File: src/rtl/vtg_pkg.sv
package vtg_pkg;
    typedef enum logic [1:0] {
        ST_ARMED = 2'd0,
        ST_FIRE  = 2'd1,
        ST_HOLD  = 2'd2
    } trig_state_e;

    localparam int unsigned REG_CTRL  = 0;
    localparam int unsigned REG_MASK  = 1;
    localparam int unsigned REG_SCALE = 2;

    localparam int unsigned BIT_ENABLE    = 10;
    localparam int unsigned BIT_PMT_ALLOW = 5;
    localparam int unsigned BIT_PMT_OR    = 4;
    localparam int unsigned BIT_DS_CLR    = 2;
endpackage

File: src/rtl/vtg_sync.sv
module vtg_sync #(
    parameter int unsigned W = 1
) (
    input  logic         clk,
    input  logic         rst_n,
    input  logic [W-1:0] async_i,
    output logic [W-1:0] sync_o
);
    logic [W-1:0] meta_q;
    logic [W-1:0] stable_q;

    always_ff @(posedge clk or negedge rst_n) begin
        if (!rst_n) begin
            meta_q   <= '0;
            stable_q <= '0;
        end else begin
            meta_q   <= async_i;
            stable_q <= meta_q;
        end
    end

    assign sync_o = stable_q;
endmodule

File: src/rtl/vtg_regs.sv
module vtg_regs
    import vtg_pkg::*;
#(
    parameter int unsigned NUM_CH = 17,
    parameter int unsigned DATA_W = 32,
    parameter int unsigned ADDR_W = 2,
    parameter int unsigned DS_W   = 16
) (
    input  logic              clk,
    input  logic              rst_n,
    input  logic              wr_en,
    input  logic [ADDR_W-1:0] wr_addr,
    input  logic [DATA_W-1:0] wr_data,
    output logic              en_o,
    output logic              pmt_allow_o,
    output logic              pmt_or_o,
    output logic [NUM_CH-1:0] mask_o,
    output logic [DS_W-1:0]   factor_o,
    output logic              ds_clr_o
);
    logic sel_ctrl, sel_mask, sel_scale;
    logic unused_bits;

    assign sel_ctrl  = wr_en && (wr_addr == ADDR_W'(REG_CTRL));
    assign sel_mask  = wr_en && (wr_addr == ADDR_W'(REG_MASK));
    assign sel_scale = wr_en && (wr_addr == ADDR_W'(REG_SCALE));
    assign unused_bits = ^wr_data;

    always_ff @(posedge clk or negedge rst_n) begin
        if (!rst_n) begin
            en_o        <= 1'b0;
            pmt_allow_o <= 1'b0;
            pmt_or_o    <= 1'b0;
            mask_o      <= '1;
            factor_o    <= DS_W'(1);
        end else begin
            if (sel_ctrl) begin
                en_o        <= wr_data[BIT_ENABLE];
                pmt_allow_o <= wr_data[BIT_PMT_ALLOW];
                pmt_or_o    <= wr_data[BIT_PMT_OR];
            end
            if (sel_mask)  mask_o   <= wr_data[NUM_CH-1:0];
            if (sel_scale) factor_o <= wr_data[DS_W-1:0];
        end
    end

    // Strobe only: the clear bit is never held in a register.
    assign ds_clr_o = sel_ctrl && wr_data[BIT_DS_CLR];
endmodule

File: src/rtl/vtg_prescale.sv
module vtg_prescale #(
    parameter int unsigned DS_W = 16
) (
    input  logic            clk,
    input  logic            rst_n,
    input  logic            fire_i,
    input  logic            clr_i,
    input  logic [DS_W-1:0] factor_i,
    output logic            ds_o
);
    logic [DS_W-1:0] cnt_q;
    logic            pass_all;
    logic            emit;

    assign pass_all = (factor_i <= DS_W'(1));
    assign emit     = fire_i && (pass_all || (cnt_q >= factor_i - DS_W'(1)));

    always_ff @(posedge clk or negedge rst_n) begin
        if (!rst_n) begin
            cnt_q <= '0;
            ds_o  <= 1'b0;
        end else begin
            ds_o <= emit;
            if (clr_i)       cnt_q <= '0;
            else if (emit)   cnt_q <= '0;
            else if (fire_i) cnt_q <= cnt_q + DS_W'(1);
        end
    end

    p_ds_follows_fire_r9: assert property (@(posedge clk) disable iff (!rst_n)
        ds_o |-> $past(fire_i));
    p_clear_restarts_r10: assert property (@(posedge clk) disable iff (!rst_n)
        clr_i |=> (cnt_q == '0));
endmodule

File: src/rtl/veto_trig_gen.sv
module veto_trig_gen
    import vtg_pkg::*;
#(
    parameter int unsigned NUM_CH = 17,
    parameter int unsigned DATA_W = 32,
    parameter int unsigned ADDR_W = 2,
    parameter int unsigned DS_W   = 16
) (
    input  logic              clk,
    input  logic              rst_n,
    input  logic [NUM_CH-1:0] chan_in,
    input  logic              pmt_a,
    input  logic              pmt_b,
    input  logic              dead_in,
    input  logic              adc_busy,
    input  logic              qdc_busy,
    input  logic              wr_en,
    input  logic [ADDR_W-1:0] wr_addr,
    input  logic [DATA_W-1:0] wr_data,
    output logic              trig_raw,
    output logic              trig_out,
    output logic              trig_ds,
    output logic              veto_out
);
    localparam int unsigned SYNC_W = NUM_CH + 5;

    logic [SYNC_W-1:0] sync_bus;
    logic [NUM_CH-1:0] chan_s;
    logic              pa_s, pb_s;
    logic [2:0]        ext_s;

    logic              en, pmt_allow, pmt_or, ds_clr;
    logic [NUM_CH-1:0] mask;
    logic [DS_W-1:0]   factor;

    logic chan_hit, pmt_term, hit, chan_hit_q;
    trig_state_e state_q, state_d;

    vtg_sync #(.W(SYNC_W)) u_sync (
        .clk     (clk),
        .rst_n   (rst_n),
        .async_i ({chan_in, pmt_a, pmt_b, dead_in, adc_busy, qdc_busy}),
        .sync_o  (sync_bus)
    );
    assign {chan_s, pa_s, pb_s, ext_s} = sync_bus;

    vtg_regs #(
        .NUM_CH(NUM_CH), .DATA_W(DATA_W), .ADDR_W(ADDR_W), .DS_W(DS_W)
    ) u_regs (
        .clk         (clk),
        .rst_n       (rst_n),
        .wr_en       (wr_en),
        .wr_addr     (wr_addr),
        .wr_data     (wr_data),
        .en_o        (en),
        .pmt_allow_o (pmt_allow),
        .pmt_or_o    (pmt_or),
        .mask_o      (mask),
        .factor_o    (factor),
        .ds_clr_o    (ds_clr)
    );

    assign chan_hit = |(chan_s & mask);
    assign pmt_term = pmt_or ? (pa_s | pb_s) : (pa_s & pb_s);
    assign hit      = chan_hit | (pmt_allow & pmt_term);

    // State register
    always_ff @(posedge clk or negedge rst_n) begin
        if (!rst_n) state_q <= ST_ARMED;
        else        state_q <= state_d;
    end

    // Transitions
    always_comb begin
        state_d = state_q;
        unique case (state_q)
            ST_ARMED: if (hit) state_d = (en && !(|ext_s)) ? ST_FIRE : ST_HOLD;
            ST_FIRE:  state_d = hit ? ST_HOLD : ST_ARMED;
            ST_HOLD:  if (!hit) state_d = ST_ARMED;
            default:  state_d = ST_ARMED;
        endcase
    end

    // Outputs
    always_comb begin
        trig_out = (state_q == ST_FIRE);
        veto_out = (|ext_s) | trig_out;
    end

    always_ff @(posedge clk or negedge rst_n) begin
        if (!rst_n) begin
            chan_hit_q <= 1'b0;
            trig_raw   <= 1'b0;
        end else begin
            chan_hit_q <= chan_hit;
            trig_raw   <= chan_hit && !chan_hit_q;
        end
    end

    vtg_prescale #(.DS_W(DS_W)) u_prescale (
        .clk      (clk),
        .rst_n    (rst_n),
        .fire_i   (trig_out),
        .clr_i    (ds_clr),
        .factor_i (factor),
        .ds_o     (trig_ds)
    );

    p_single_pulse_r8: assert property (@(posedge clk) disable iff (!rst_n)
        trig_out |=> !trig_out);
    p_needs_enable_r3: assert property (@(posedge clk) disable iff (!rst_n)
        trig_out |-> $past(en));
    p_veto_blocks_r4: assert property (@(posedge clk) disable iff (!rst_n)
        (|ext_s) |=> !trig_out);
    p_quiet_or_r1: assert property (@(posedge clk) disable iff (!rst_n)
        !hit |=> !trig_out);
endmodule

File: config.mk
export PLATFORM = sky130hd
export DESIGN_NAME = veto_trig_gen
export DESIGN_NICKNAME = d
export VERILOG_FILES = /design/src/rtl/vtg_pkg.sv /design/src/rtl/vtg_sync.sv /design/src/rtl/vtg_regs.sv /design/src/rtl/vtg_prescale.sv /design/src/rtl/veto_trig_gen.sv
export SDC_FILE = /design/constraint.sdc
export NUM_CORES = 1
export LEC_CHECK = 0
export ABC_AREA = 1
export BUFFER_PORTS_ARGS = -buffer_cell sky130_fd_sc_hd__buf_2
export CELL_PAD_IN_SITES_DETAIL_PLACEMENT = 1
export CELL_PAD_IN_SITES_GLOBAL_PLACEMENT = 1
export CORE_MARGIN = 5
export CORE_UTILIZATION = 45
export CTS_CLUSTER_DIAMETER = 60
export DETAILED_ROUTE_END_ITERATION = 12
export PLACE_DENSITY = 0.93
export SYNTH_ARGS = -nofsm -noshare
export SYNTH_HDL_FRONTEND = slang
export SYNTH_SLANG_ARGS = --single-unit
File: constraint.sdc
create_clock -name clk -period 5.6 [get_ports clk]
set_input_delay 1.12 -clock clk [delete_from_list [all_inputs] [get_ports clk]]
set_output_delay 1.12 -clock clk [all_outputs]
set_load 0.01 [all_outputs]
Word-level counts from Yosys, hierarchy flattened:

Cells that the tools add are included.

* $add $sub $neg: 2
* equality and inequality tests: 6
* reductions and logical operators: 16
* $lt $le $gt $ge: 2
* muxes and demuxes: 9
* bitwise operators: 6

Operators with widths (number)
* $mux 16: 3
* $and 17x17->17: 1
* $reduce_or 17->1: 1
* $add 16x1->16 const B: 1
* $ge 16x16->1: 1
* $le 16x1->1 const B: 1
* $sub 16x1->16 const B: 1
* $mux 2: 4
* $logic_and 1x1->1: 7
* $pmux 2 s3: 1
* $eq 2x1->1 const B: 2
* $eq 2x2->1 const B: 2
* $logic_not 2->1: 2
* $ne 2x2->1 const B: 2
* $or 1x1->1: 3
* $reduce_bool 3->1: 1
* $reduce_or 3->1: 1
* $and 1x1->1: 2
* $logic_not 1->1: 2
* $reduce_and 2->1: 1
* $logic_or 1x1->1: 1
* $mux 1: 1

* register bits after elaboration: 101

Longest topological paths before layout:

* depth after elaboration: 6
* gate-level depth with buffers: 20
* mapped depth without buffers: 19

Hierarchy:

A second synthesis with hierarchy kept.

* cell total of the unflattened synthesis: 519
* area total of the unflattened synthesis: 4794.6 µm²

By module, submodules not included
* vtg_prescale: area an instance 1849.3 µm², cells an instance 261, times used 1
* vtg_regs: area an instance 1552.7 µm², cells an instance 164, times used 1
* vtg_sync: area an instance 1101.1 µm², cells an instance 44, times used 1
* veto_trig_gen: area an instance 291.5 µm², cells an instance 50, times used 1

Least setup slack after synthesis:

Ideal clock, no wire load.

* path kind: reg2reg
* start: register u_regs.factor_o[0]
* end: register u_prescale.cnt_q[8]
* required time: 5.535 ns
* period minus slack after synthesis: 2.458 ns
* arrival: 2.393 ns
* path slack: 3.142 ns
* buffers on the path: 1
* library setup time: 0.065 ns
* stages on the path, launching flop included: 20
* path through: dfstp_2 inv_1 ha_1 nand2_2 nor2_2 nand2_1 nor3_1 xor2_1 inv_1 ha_1 nand2_1 a21oi_1 nor2_1 nand2_1 nor2_2 nand2_2 nand2_4 buf_6 nand2_1 nand2_1

* cells in the longest elaborated chain, start to end: 6
* elaborated cells between the ends (all ways): 8
* those cells by class: 1 x add/sub; 2 x order compare; 2 x mux; 3 x reduce/logical

Ends and longest elaborated chain
* start: declaration: RTL line vtg_regs.sv:18 `output logic [DS_W-1:0] factor_o,`
* start signal: assignment: RTL line vtg_regs.sv:43 `if (sel_scale) factor_o <= wr_data[DS_W-1:0];`
* $sub 16x1->16: RTL line vtg_prescale.sv:16 `assign emit = fire_i && (pass_all || (cnt_q >= factor_i - DS_W'(1)));`
* $ge 16x16->1: RTL line vtg_prescale.sv:16
* $logic_or 1x1->1 *: RTL line vtg_prescale.sv:16
* $logic_and 1x1->1 *: RTL line vtg_prescale.sv:16
* $mux 16: RTL line vtg_prescale.sv:25 `else if (emit) cnt_q <= '0;`
* $mux 16: RTL line vtg_prescale.sv:24 `if (clr_i) cnt_q <= '0;`
* end signal: assignment: RTL line vtg_prescale.sv:26 `else if (fire_i) cnt_q <= cnt_q + DS_W'(1);`
* end: declaration: RTL line vtg_prescale.sv:11 `logic [DS_W-1:0] cnt_q;`

Every way passes the cells marked *; elsewhere a longest branch is shown, timed or not.
A chain may end at the register's enable or synchronous reset.

Worst setup path after layout:

* start: register u_regs.factor_o[1]
* end: register u_prescale.cnt_q[6]

The elaborated chain is that of the path after synthesis.

==> results.json <==
{
  "synth.most_common_cell": "nand2_1",
  "ys_seq_area_frac": 0.559,
  "ant_nets": 0,
  "synth-seq-cells": 101,
  "crit_start": "u_regs.factor_o[1]",
  "finalNonFillerCells": 705,
  "routedWlPerCell_um": 16.3,
  "grt_pass1_wl_mm": 19.6,
  "post-dp-hpwl_mm": 8.50,
  "grt_overflow": 0,
  "cp_num_cells": 18,
  "power_switching_uw": 458,
  "drive_gt1_frac": 0.164,
  "power_density_nw_per_um2": 304,
  "fillCellCount": 1213,
  "rsz0062_at_grt": "no",
  "dieWidth_um": 111,
  "seq_power_share": 0.545,
  "min_delay_path_depth": 0,
  "synth_edf_count": 0,
  "slowest_stage": "dfrtp_1",
  "cp-end-kind": "flip-flop",
  "cp_data_arrival_time_ns": 3.28,
  "setup_tns_ns": 0,
  "synth_common_cells": "nand2_1 (159), dfrtp_1 (83), inv_1 (64)",
  "syn2layout_area_growth_pct": 12.7,
  "yosysWarnings": 0,
  "setup_viol": 0,
  "p_leak_nw": 2.59,
  "p_int_mw": 1.10,
  "critPathLaunchType": "flip-flop",
  "hold_path_end": "u_sync.sync_o[10]",
  "core_area_sq_um": 9820,
  "worstHoldPathType": "reg -> reg",
  "fmax_mhz": 338,
  "vias_per_cell": 5.10,
  "final.period_utilization": 0.529,
  "min_period_ns": 2.96,
  "path_class": "reg -> reg",
  "m1WireLength_mm": 4.56,
  "syn-cell-area_sq_um": 4560,
  "fin_skew_ns": 0.0123,
  "switching_share": 0.294,
  "start_util": 0.464,
  "cp_cell_sequence": "inv_1, ha_1, nand2_2, nor2_2, nand2_1, nor3_1, xor2_1, inv_1, ha_1, nand2_1, a21oi_1, nor2_1, nand2_1, nor2_2, nand2_2, nand2_4, nand2_1, nand2_1",
  "place_inst": 689,
  "syn_area_per_cell_sq_um": 8.83,
  "crit_required_ns": 5.92,
  "cts_tree": "done",
  "grt_max_degree": 62,
  "synthTopCellsByArea": "dfrtp_1 (46%), nand2_1 (13%), dfstp_2 (10%), inv_1 (5.3%), ha_1 (5.2%)",
  "nets": 645,
  "ir_worst_vdd_mv": 0.272,
  "critical_path_peak_fanout": 14,
  "worstRegToRegCells": 18,
  "drcViolationCount": 0,
  "synth-main-ff-cell": "dfrtp_1",
  "top_layer_used": "met4",
  "syn_inst": 516,
  "p_comb_frac": 0.143,
  "routed_wl_mm": 11.5,
  "htreeDepth": 3,
  "r2r-end": "u_prescale.cnt_q[6]",
  "cts.repair.resized": 0,
  "vias": 3595,
  "status": "finished, final reports clean",
  "antenna_found_initial": 0,
  "cts_buffers": 9,
  "max-slew-margin-rel": 0.357,
  "numPortBuffers": 47,
  "slowest_delay_ns": 0.44,
  "drv_cap": 0,
  "r2r-start": "u_regs.factor_o[1]",
  "crit_buf_inv": 2,
  "dieArea_sq_um": 12200,
  "cp_common_cell": "nand2_1",
  "first_iter_violations": 136,
  "synthArstFlopShare": 1.00,
  "regToRegSetupSlack_ns": 2.64,
  "cts.sinks": 101,
  "cpLargestDelayFamily": "simple AND/OR/NAND/NOR gates",
  "grtUsageTotal": 0.196,
  "total_power_mw": 1.56,
  "postCtsSetupRepairBufs": 0,
  "gp_congestion": 0.771,
  "ios": 63,
  "wl_met3_um": 400,
  "worst_slew_pin_slew_ns": 0.962,
  "synth_top_cell_by_area": "dfrtp_1",
  "cts_root_buf": "clkbuf_8",
  "drt_pass1_iterations": 4,
  "synth_top_area_frac": 0.456,
  "synth_cell_types": 29,
  "ff_latch_area_sq_um": 2550,
  "hold_violations": 0,
  "synth.net_count": 594,
  "cts_buffer_depth": 2,
  "diodes": 0,
  "clockPowerShare": 0.312,
  "clk_pin_slew_ns": 0.11,
  "hp-start": "u_sync.meta_q[10]",
  "met2_length_mm": 6.27,
  "clock_insertion_delay_worst_skew_ns": 0.38,
  "maxSlewViolCount": 0,
  "die_h_um": 111,
  "multi_input_area_sq_um": 1730,
  "cts-hold-fix-buffers": 0,
  "first_global_vias": 4154,
  "num_rows": 36
}
stage by stage:
step | setup slack (ns) | util | instance area (sq um) | hold slack (ns)
2_1_floorplan | 3.14 | - | 4560 | 0.331
3_3_place_gp | 2.82 | 0.502 | 4930 | 0.332
3_5_place_dp | 2.71 | 0.502 | 4930 | 0.337
4_1_cts | 2.62 | 0.523 | 5140 | 0.359
5_1_grt | 2.40 | 0.523 | 5140 | 0.369
6_report | 2.64 | 0.523 | 5140 | 0.358
how the worst max path moves through the flow:
stage               slack (ns)                    to
floorplan                 3.14   u_prescale.cnt_q[8]
global placement          2.82  u_prescale.cnt_q[13]
detailed placement        2.71   u_prescale.cnt_q[6]
CTS                       2.62   u_prescale.cnt_q[6]
global route              2.40   u_prescale.cnt_q[7]
finish                    2.64   u_prescale.cnt_q[6]
cell usage in the layout (no fill, tap or decap):
| cell type | count |
|---|---|
| nand2_4 | 1 |
| a31oi_1 | 1 |
| a21o_1 | 1 |
| clkinvlp_4 | 1 |
| inv_2 | 1 |
| dfstp_2 | 18 |
| nor2_2 | 6 |
| clkbuf_8 | 9 |
| bufinv_16 | 1 |
| o31ai_1 | 1 |
| ha_1 | 19 |
| o21ai_0 | 43 |
| mux2_2 | 1 |
| nor3_1 | 15 |
| inv_1 | 64 |
| nand4_1 | 10 |
| dfrtp_1 | 83 |
| o211ai_1 | 1 |
| buf_4 | 2 |
| nand2_1 | 159 |
| or2_1 | 1 |
| a21oi_1 | 8 |
| clkinv_8 | 1 |
| nand2_2 | 3 |
| inv_6 | 2 |
| xnor2_1 | 5 |
| xor2_1 | 10 |
| clkinv_4 | 1 |
| a221oi_1 | 1 |
| nand3_1 | 11 |
| nor2_1 | 43 |
| nor2_8 | 1 |
| buf_2 | 46 |
| clkbuf_1 | 1 |
| nand3b_1 | 1 |
worst reg2reg max path, delay by kind of cell, from the launching register on:
family                   cells  cell delay [ns]
XOR/XNOR                     1             0.16
flip-flops                   1             0.44
buffers and inverters        2             0.18
AO/OA/AOI/OAI                1             0.05
adder cells (fa/ha/maj)      2             0.53
AND/OR/NAND/NOR             12             1.55
state kept, by name (all words and copies together), names as in the netlist:
| signal | count |
|---|---|
| trig_raw | 1 |
| u_sync.sync_o | 22 |
| u_regs.mask_o | 17 |
| u_regs.pmt_allow_o | 1 |
| u_prescale.ds_o | 1 |
| u_sync.meta_q | 22 |
| u_prescale.cnt_q | 16 |
| u_regs.pmt_or_o | 1 |
| chan_hit_q | 1 |
| u_regs.factor_o | 16 |
| u_regs.en_o | 1 |
| state_q | 2 |
power by group through the flow:
stage / registers [mW] / logic [mW] / clock network, mW
3_5_place_dp: 0.863 / 0.220 / 0
4_1_cts: 0.851 / 0.227 / 0.497
2_1_floorplan: 0.846 / 0.142 / 0
6_report: 0.851 / 0.223 / 0.486
3_3_place_gp: 0.854 / 0.194 / 0
5_1_grt: 0.858 / 0.258 / 0.526
metal layers:
metal,track usage,vias up
met1,0.212,1788
met4,0.0640,0
met5,0,-
li1,-,1717
met2,0.377,66
met3,0.0416,24
layout make-up:
class,count,share of cell area
inverter,65,0.0475
multi-input combinational,342,0.336
timing repair buffer,48,0.0477
tap,133,0.0324
sequential,101,0.496
clock buffer,10,0.0248
clock inverter,6,0.0156
logic make-up after synthesis:
group / after synthesis / synth area share
xor+xnor: 15 / 0.0288
mux: 1 / 0.00247
buf+inv: 73 / 0.0620
fa+ha+maj: 19 / 0.0522
compound gates: 56 / 0.0642
simple gates: 251 / 0.231
flops: 101 / 0.559
Note: power is estimated with default switching activity, not from simulation.
